<file path="config.mk">
export PLATFORM = sky130hd
export DESIGN_NAME = gpio_irq_port
export DESIGN_NICKNAME = d
export VERILOG_FILES = /design/src/rtl/gpio_irq_port.sv
export SDC_FILE = /design/constraint.sdc
export NUM_CORES = 1
export LEC_CHECK = 0
export BUFFER_PORTS_ARGS = -buffer_cell sky130_fd_sc_hd__buf_2
export CAP_MARGIN = 20
export CORE_MARGIN = 5
export CORE_UTILIZATION = 51
export DETAILED_ROUTE_END_ITERATION = 16
export PLACE_DENSITY_LB_ADDON = 0.15
export SETUP_SLACK_MARGIN = 0.4
export SLEW_MARGIN = 20
export SYNTH_ARGS = -nofsm -noshare
export SYNTH_HDL_FRONTEND = slang
export SYNTH_SLANG_ARGS = --single-unit
export TNS_END_PERCENT = 20
</file>
<file path="constraint.sdc">
create_clock -name clk -period 1.5 [get_ports clk]
set_input_delay 0.15 -clock clk [delete_from_list [all_inputs] [get_ports clk]]
set_output_delay 0.15 -clock clk [all_outputs]
set_load 0.01 [all_outputs]
</file>
<file path="src/rtl/gpio_irq_port.sv">
module gpio_irq_port #(
  parameter int NPINS    = 16,
  parameter int NIRQ     = 4,
  parameter int NTMR     = 2,
  parameter int TMR_BASE = 4,
  parameter int DW       = 32,
  parameter int AW       = 4
) (
  input  logic             clk,
  input  logic             rst_n,
  input  logic             bus_en,
  input  logic             bus_we,
  input  logic [AW-1:0]    bus_addr,
  input  logic [DW-1:0]    bus_wdata,
  output logic [DW-1:0]    bus_rdata,
  input  logic [NPINS-1:0] pin_in,
  output logic [NPINS-1:0] pin_out,
  output logic [NPINS-1:0] pin_oe,
  input  logic [NTMR-1:0]  tmr_out,
  output logic [NIRQ-1:0]  irq
);
  localparam int TEN_LSB = 4 * NIRQ;
  localparam int CTRL_W  = TEN_LSB + NTMR;
  localparam logic [AW-1:0] OFS_DIR  = AW'(4'h0);
  localparam logic [AW-1:0] OFS_CTRL = AW'(4'h4);
  localparam logic [AW-1:0] OFS_DATA = AW'(4'h8);

  logic [NPINS-1:0]  dir_q, dout_q, sync1_q, sync2_q, prev_q;
  logic [CTRL_W-1:0] ctrl_q;
  logic [NIRQ-1:0]   lat_q, edge_hit, lvl_hit, is_edge;
  logic [1:0]        age_q;

  wire wr_dir  = bus_en && bus_we && (bus_addr == OFS_DIR);
  wire wr_ctrl = bus_en && bus_we && (bus_addr == OFS_CTRL);
  wire wr_data = bus_en && bus_we && (bus_addr == OFS_DATA);

  always_ff @(posedge clk or negedge rst_n) begin
    if (!rst_n) begin
      dir_q   <= '0;
      dout_q  <= '0;
      ctrl_q  <= '0;
      sync1_q <= '0;
      sync2_q <= '0;
      prev_q  <= '0;
      lat_q   <= '0;
      age_q   <= '0;
    end else begin
      if (wr_dir)  dir_q  <= bus_wdata[NPINS-1:0];
      if (wr_ctrl) ctrl_q <= bus_wdata[CTRL_W-1:0];
      if (wr_data) dout_q <= bus_wdata[NPINS-1:0];
      sync1_q <= pin_in;
      sync2_q <= sync1_q;
      prev_q  <= sync2_q;
      lat_q   <= (lat_q & ~(wr_data ? bus_wdata[NIRQ-1:0] : '0)) | edge_hit;
      if (age_q != 2'd3) age_q <= age_q + 2'd1;
    end
  end

  for (genvar n = 0; n < NIRQ; n++) begin : g_irq
    wire [2:0] tm   = ctrl_q[4*n +: 3];
    wire       en   = ctrl_q[4*n+3];
    wire       s    = sync2_q[n];
    wire       rise = s & ~prev_q[n];
    wire       fall = ~s & prev_q[n];

    assign lvl_hit[n]  = (tm == 3'd0) ? ~s : (tm == 3'd1) ? s : 1'b0;
    assign is_edge[n]  = (tm == 3'd2) || (tm == 3'd4) || (tm == 3'd6);
    assign edge_hit[n] = en & is_edge[n] & ((tm[1] & rise) | (tm[2] & fall));
    assign irq[n]      = en & (lvl_hit[n] | (is_edge[n] & lat_q[n]));

    assert_reserved_quiet_R8: assert property (@(posedge clk) disable iff (!rst_n)
      (tm == 3'd3 || tm == 3'd5 || tm == 3'd7) |-> !irq[n]);
    assert_disabled_quiet_R4: assert property (@(posedge clk) disable iff (!rst_n)
      !en |-> !irq[n]);
    assert_clear_latch_R7: assert property (@(posedge clk) disable iff (!rst_n)
      (wr_data && bus_wdata[n] && !edge_hit[n]) |=> !lat_q[n]);
  end

  always_comb begin
    pin_out = dout_q;
    pin_oe  = dir_q;
    for (int t = 0; t < NTMR; t++) begin
      if (ctrl_q[TEN_LSB+t]) begin
        pin_out[TMR_BASE+t] = tmr_out[t];
        pin_oe[TMR_BASE+t]  = 1'b1;
      end
    end
  end

  always_comb begin
    bus_rdata = '0;
    if (bus_en && !bus_we) begin
      case (bus_addr)
        OFS_DIR:  bus_rdata[NPINS-1:0]  = dir_q;
        OFS_CTRL: bus_rdata[CTRL_W-1:0] = ctrl_q;
        OFS_DATA: bus_rdata[NPINS-1:0]  = sync2_q;
        default:  bus_rdata = '0;
      endcase
    end
  end

  assert_dir_write_R2: assert property (@(posedge clk) disable iff (!rst_n)
    wr_dir |=> pin_oe[NPINS-1:TMR_BASE+NTMR] == $past(bus_wdata[NPINS-1:TMR_BASE+NTMR]));
  assert_pin_readback_R3: assert property (@(posedge clk) disable iff (!rst_n)
    (age_q == 2'd3 && bus_en && !bus_we && bus_addr == OFS_DATA)
      |-> bus_rdata[NPINS-1:0] == $past(pin_in, 2));
  assert_timer_pin_R9: assert property (@(posedge clk) disable iff (!rst_n)
    ctrl_q[TEN_LSB] |-> (pin_oe[TMR_BASE] && pin_out[TMR_BASE] == tmr_out[0]));

endmodule

</file>
==> results of run 1 <==
## metrics by stage
| stage | setup WS [ps] | cells | hold WS (ps) | utilization, % |
|---|---|---|---|---|
| floorplan | 104 | 314 | -146 | - |
| global placement | 39.7 | 483 | 19.2 | 58.4 |
| detailed placement | 22.4 | 483 | 21.5 | 58.4 |
| CTS | -227 | 519 | 11.6 | 66.3 |
| global route | -312 | 519 | 10.2 | 67.0 |
| finish | -234 | 519 | 25.3 | 67.0 |
## registers in the layout, indices dropped and copies added, names as in the netlist
name / flops
ctrl_q: 18
dir_q: 16
dout_q: 16
lat_q: 4
prev_q: 4
sync1_q: 16
sync2_q: 16
## where the power goes
part	switching, uW	total, uW	internal (uW)	leakage [uW]
combinational	582	1370	785	0.00127
clock	831	1740	904	0.000109
sequential	274	3070	2800	0.00110
## cell type report
| class | instances | area, um2 |
|---|---|---|
| clock buffer | 12 | 165 |
| clock inverter | 3 | 47.5 |
| fill | 614 | 2530 |
| inverter | 8 | 30.0 |
| multi-input combinational | 159 | 1510 |
| sequential | 90 | 2250 |
| tap | 102 | 128 |
| timing repair buffer | 145 | 988 |
## worst min path at each step
stage	start	to	slack, ps	cells past startpoint
floorplan	rst_n	ctrl_q[0]$_DFFE_PN0P_	-150	0
global placement	rst_n	sync1_q[1]$_DFF_PN0_	20	1
detailed placement	rst_n	ctrl_q[17]$_DFFE_PN0P_	20	1
CTS	bus_wdata[17]	ctrl_q[17]$_DFFE_PN0P_	10	2
global route	bus_wdata[17]	ctrl_q[17]$_DFFE_PN0P_	10	2
finish	bus_wdata[17]	ctrl_q[17]$_DFFE_PN0P_	30	2
## layer usage
layer	global-route usage, %	vias up
li1	-	1239
met3	6.07	11
met5	0	-
met1	24.2	1350
met2	32.2	80
met4	4.83	0
## cell families after synthesis
group / share of synthesized area, %
DFF: 56.6
buffers and inverters: 11.0
muxes: 16.7
AOI/OAI and AO/OA: 8.18
and+or+nand+nor: 6.48
xor gates and xnor gates: 0.881
other: 0.0943
## timing repair
action / 4_1_cts / 5_1_grt
setup endpoints to repair: 28 / 35
buffers inserted: 4 / 0
pin swaps: 13 / 11
endpoints found under the hold margin: 79 / 0
gates resized for setup: 48 / 13
hold buffers: 17 / 0
## placed cells by master (no fill, tap or decap), types with 10 or more instances in the layout
cell type / n
buf_4: 21
dfrtp_1: 88
mux2_4: 15
clkbuf_8: 12
buf_2: 89
dlygate4sd3_1: 17
a22oi_2: 15
buf_6: 16
mux2_2: 42
nor2_1: 10
conb_1: 14
==> impl_metrics.yaml, run 1 <==
synthesis:
  seq_area_frac_synth_pct: 56.6
  yosysMostFrequentCell: "dfrtp_1"
  async_flop_share_pct: 100
  netlist_area_um2: 3980
  synthTopCellsByCount: "dfrtp_1 (90), mux2_2 (51), buf_4 (44), a22oi_1 (16), nor2_1 (10)"
  synth_largest_area_cell: "dfrtp_1"
  synth.distinct_cells: 32
  synth_top_area_share_pct: 56.6
  yosys_register_bits: 90
  syn_inst: 301
  synth_edf_count: 0
  avgSynthCellArea_um2: 13.2
  yosys_warnings: 0
  synthTopCellsByArea: "dfrtp_1 (57%), mux2_2 (14%), buf_4 (8.3%)"
  synth_ff_type: "dfrtp_1"
pwr:
  p_leak_uw: 0.00247
  p_total_uw: 6170
  ir_drop_mv: 0.701
  cellPowerDensity_nw_per_um2: 1210
worst_setup_path:
  r2r-start: "sync2_q[2]$_DFF_PN0_"
  worstPathArrival_ps: 1580
  crit_chain: "xor2_1, or3_1, a21boi_2, buf_2"
  cp_num_cells: 4
  timing.rr.end: "lat_q[2]$_DFF_PN0_"
  worstRegToRegCells: 4
  crit_slowest_cell: "dfrtp_1"
  cp.required_ps: 1350
  critPathMaxStageDelay_ps: 420
  startpoint: "ctrl_q[8]$_DFFE_PN0P_"
  crit_family: "flip-flops"
  path_buf_inv: 1
  ff2ff_setup_slack_ps: 430
  startpoint_type: "register"
  path_class: "register to primary output"
  path_max_fanout: 2
  endpoint_kind: "primary output"
  cp-endpoint: "irq[2]"
floorplanning:
  dieArea_um2: 9660
  die_w_um: 98.3
  start_util_pct: 52.0
  core_um2: 7650
  die_y_um: 98.3
  ios: 126
  core.rowCount: 32
clocking:
  clock_tree.root_cell: "clkbuf_8"
  cts_made_buffers: 9
  h-tree-depth: 3
  cts.sinks: 90
  clk_pin_slew_ps: 90
  insertion_delay_ps: 350
  ctsLongestPathBuffers: 2
  cts_tree: "built"
placement:
  dpl_cell_area_um2: 4470
  port_buffers: 97
  gp_congestion: 0.753
  place_hpwl_um: 6490
final_layout:
  nets: 471
  syn_to_final_growth_pct: 28.8
  drive_gt1_share_pct: 55.9
  fin_area_um2: 5120
  antennaDiodeCount: 0
routing:
  postRouteAntennaNets: 0
  routed.top_layer: "met4"
  dr.first_iter.drc_count: 89
  vias: 2680
  wl_met2_um: 4580
  wl_met1_um: 3910
  drt_wl_total_um: 9110
  routed_via_density: 5.16
  routed-wl-met3_um: 516
  drc: 0
  wl_per_cell_um: 17.6
  drtPass1Iterations: 4
run:
  drv_cap: 0
timing:
  final_max_slew_viol_count: 0
  hold_viol_final: 0
  finalClockSkew_ps: 6.24
  finalWorstSetupSlack_ps: -234
  rsz0062_at_grt: "yes"
  max_freq_mhz: 577
  setup_violations: 10
  period_share_pct: 116
  min_period_ps: 1730
  fin_setup_tns_ps: -1130
global_route:
  grt_util_all_layers_pct: 19.2
  grt_pass1_wl_um: 14600
  antenna_found_initial: 0
  grt_pass1_vias: 2871
  grt_start_max_net_pins: 51
  grt-ovfl-total: 0
status:
  status: "finished with violations"
  violations: "setup timing"
min_path:
  worstHoldPathType: "input port to register"
(Power assumes the default switching activity.)
==> run 2: changes to the inputs <==
- CORE_MARGIN: 5 -> unset
- CORE_UTILIZATION: 51 -> 53
- CTS_BUF_LIST: unset -> sky130_fd_sc_hd__clkbuf_8
- SKIP_CTS_REPAIR_TIMING: unset -> 1
==> impl_metrics.yaml, run 2 (synthesis gave the netlist of run 1 again) <==
placement:
  port_buffers: 97
  place_ws_ps: 19.8
  place_hpwl_um: 6070
  gp_congestion: 0.770
routing:
  postRouteAntennaNets: 0
  drc: 0
  drtPass1Iterations: 4
  routed_via_density: 5.08
  vias: 2664
  wl_per_cell_um: 16.8
  drt_wl_total_um: 8800
  dr.first_iter.drc_count: 85
timing:
  final_max_slew_viol_count: 0
  hold_viol_final: 0
  rsz0062_at_grt: "yes"
  max_freq_mhz: 574
  period_share_pct: 116
  setup_violations: 12
  min_period_ps: 1740
  finalClockSkew_ps: 9.12
  finalWorstSetupSlack_ps: -243
worst_setup_path:
  path_class: "register to primary output"
  path_max_fanout: 4
  cp.required_ps: 1350
  endpoint_kind: "primary output"
  startpoint_type: "register"
  worstPathArrival_ps: 1590
final_layout:
  drive_gt1_share_pct: 55.1
  syn_to_final_growth_pct: 28.9
  largest_reg_flops: 18
  final_cell_mix: "dfrtp_1 (89), buf_2 (89), mux2_2 (41), buf_4 (28)"
  antennaDiodeCount: 0
  regMostFlops: "ctrl_q"
  fillerInstances: 534
  fin_util_pct: 70.7
  nets: 478
floorplanning:
  start_util_pct: 54.8
  die_w_um: 88.6
  die_y_um: 88.6
  core_um2: 7250
  core.rowCount: 31
  dieArea_um2: 7850
  ios: 126
clocking:
  insertion_delay_ps: 350
  ctsLongestPathBuffers: 2
  cts_tree: "built"
  h-tree-depth: 3
  clock_tree.root_cell: "clkbuf_8"
  cts.sinks: 90
  clk_pin_slew_ps: 90
  cts_made_buffers: 9
global_route:
  grt_start_max_net_pins: 41
  antenna_found_initial: 0
  grt_util_all_layers_pct: 22.4
  grt_pass1_wl_um: 12900
  grt_pass1_vias: 2530
  grt-ovfl-total: 0
pwr:
  ir_drop_mv: 0.851
  pwr-share-comb_pct: 23.3
  pwr-share-clk_pct: 26.8
  p_sw_uw: 1700
  p_leak_uw: 0.00250
  cellPowerDensity_nw_per_um2: 1200
  swShare_pct: 27.7
  p_int_uw: 4440
  seqPwrFrac_pct: 49.8
status:
  status: "finished with violations"
  violations: "setup timing"
min_path:
  worstHoldPathType: "input port to register"
run:
  drv_cap: 0
==> run 2: cell count changes in the layout (fill, tap and decap cells not counted), sizes merged <==
| cell | previous run | this run |
|---|---|---|
| clkinv | 2 | 3 |
| inv | 8 | 10 |
| clkbuf | 12 | 10 |
| buf | 128 | 135 |
==> run 2: power groups by stage <==
| stage | Combinational (uW) | Sequential [uW] | Clock (uW) |
|---|---|---|---|
| after floorplan | 905 | 3030 | 0 |
| after global placement | 1130 | 3070 | 0 |
| after detailed placement | 1160 | 3090 | 0 |
| after CTS | 1170 | 3040 | 1700 |
| after global routing | 1560 | 3100 | 1790 |
| final | 1430 | 3060 | 1650 |
==> run 2: path summary, 6_finish.rpt <==
path	slack, ps	cells after the start	start	end
worst max-delay path	-240	4	ctrl_q[4]$_DFFE_PN0P_	irq[1]
worst min-delay path	30	2	bus_wdata[16]	ctrl_q[16]$_DFFE_PN0P_
worst max register to register	410	4	sync2_q[0]$_DFF_PN0_	lat_q[0]$_DFF_PN0_
worst min register to register	350	0	sync1_q[7]$_DFF_PN0_	sync2_q[7]$_DFF_PN0_
max in group asynchronous	670	3	rst_n	ctrl_q[13]$_DFFE_PN0P_
min in group asynchronous	260	2	rst_n	dout_q[2]$_DFFE_PN0N_
==> run 2: through the flow <==
stage          std cells  TNS [ps]  total power [uW]  instance area (um2)  hold slack [ps]
6_report             524     -1180              6140                 5130             29.3
5_1_grt              524     -2150              6450                 5130             18.5
4_1_cts              499     -1950              5910                 4690             -292
3_5_place_dp         483         0              4250                 4490             96.9
3_3_place_gp         483         0              4200                 4490             98.9
2_1_floorplan        314         0              3930                 4060             -146
==> run 2: layer usage <==
layer  GRT usage, %  part of all wire, %  up-vias
met5              0                    0        -
met4           6.16                  1.3        0
met3           4.85                  4.0       12
met2           36.6                   51       74
met1           30.6                   44     1336
li1               -                    -     1242
==> run 2: area by class of cell <==
class,instances,area [um2],area share (%)
Sequential cell,90,2250,44.0
Multi-Input combinational cell,159,1480,28.9
Clock buffer,10,138,2.68
Tap cell,99,124,2.42
Inverter,8,30.0,0.586
Clock inverter,6,65.1,1.27
Timing Repair Buffer,152,1040,20.2
==> run 2: worst max-delay path: stages, from the launching register on <==
cell and delay [ps]:
dfrtp_1 420, xor2_1 180, or3_1 330, a21boi_1 160
buf_2 150
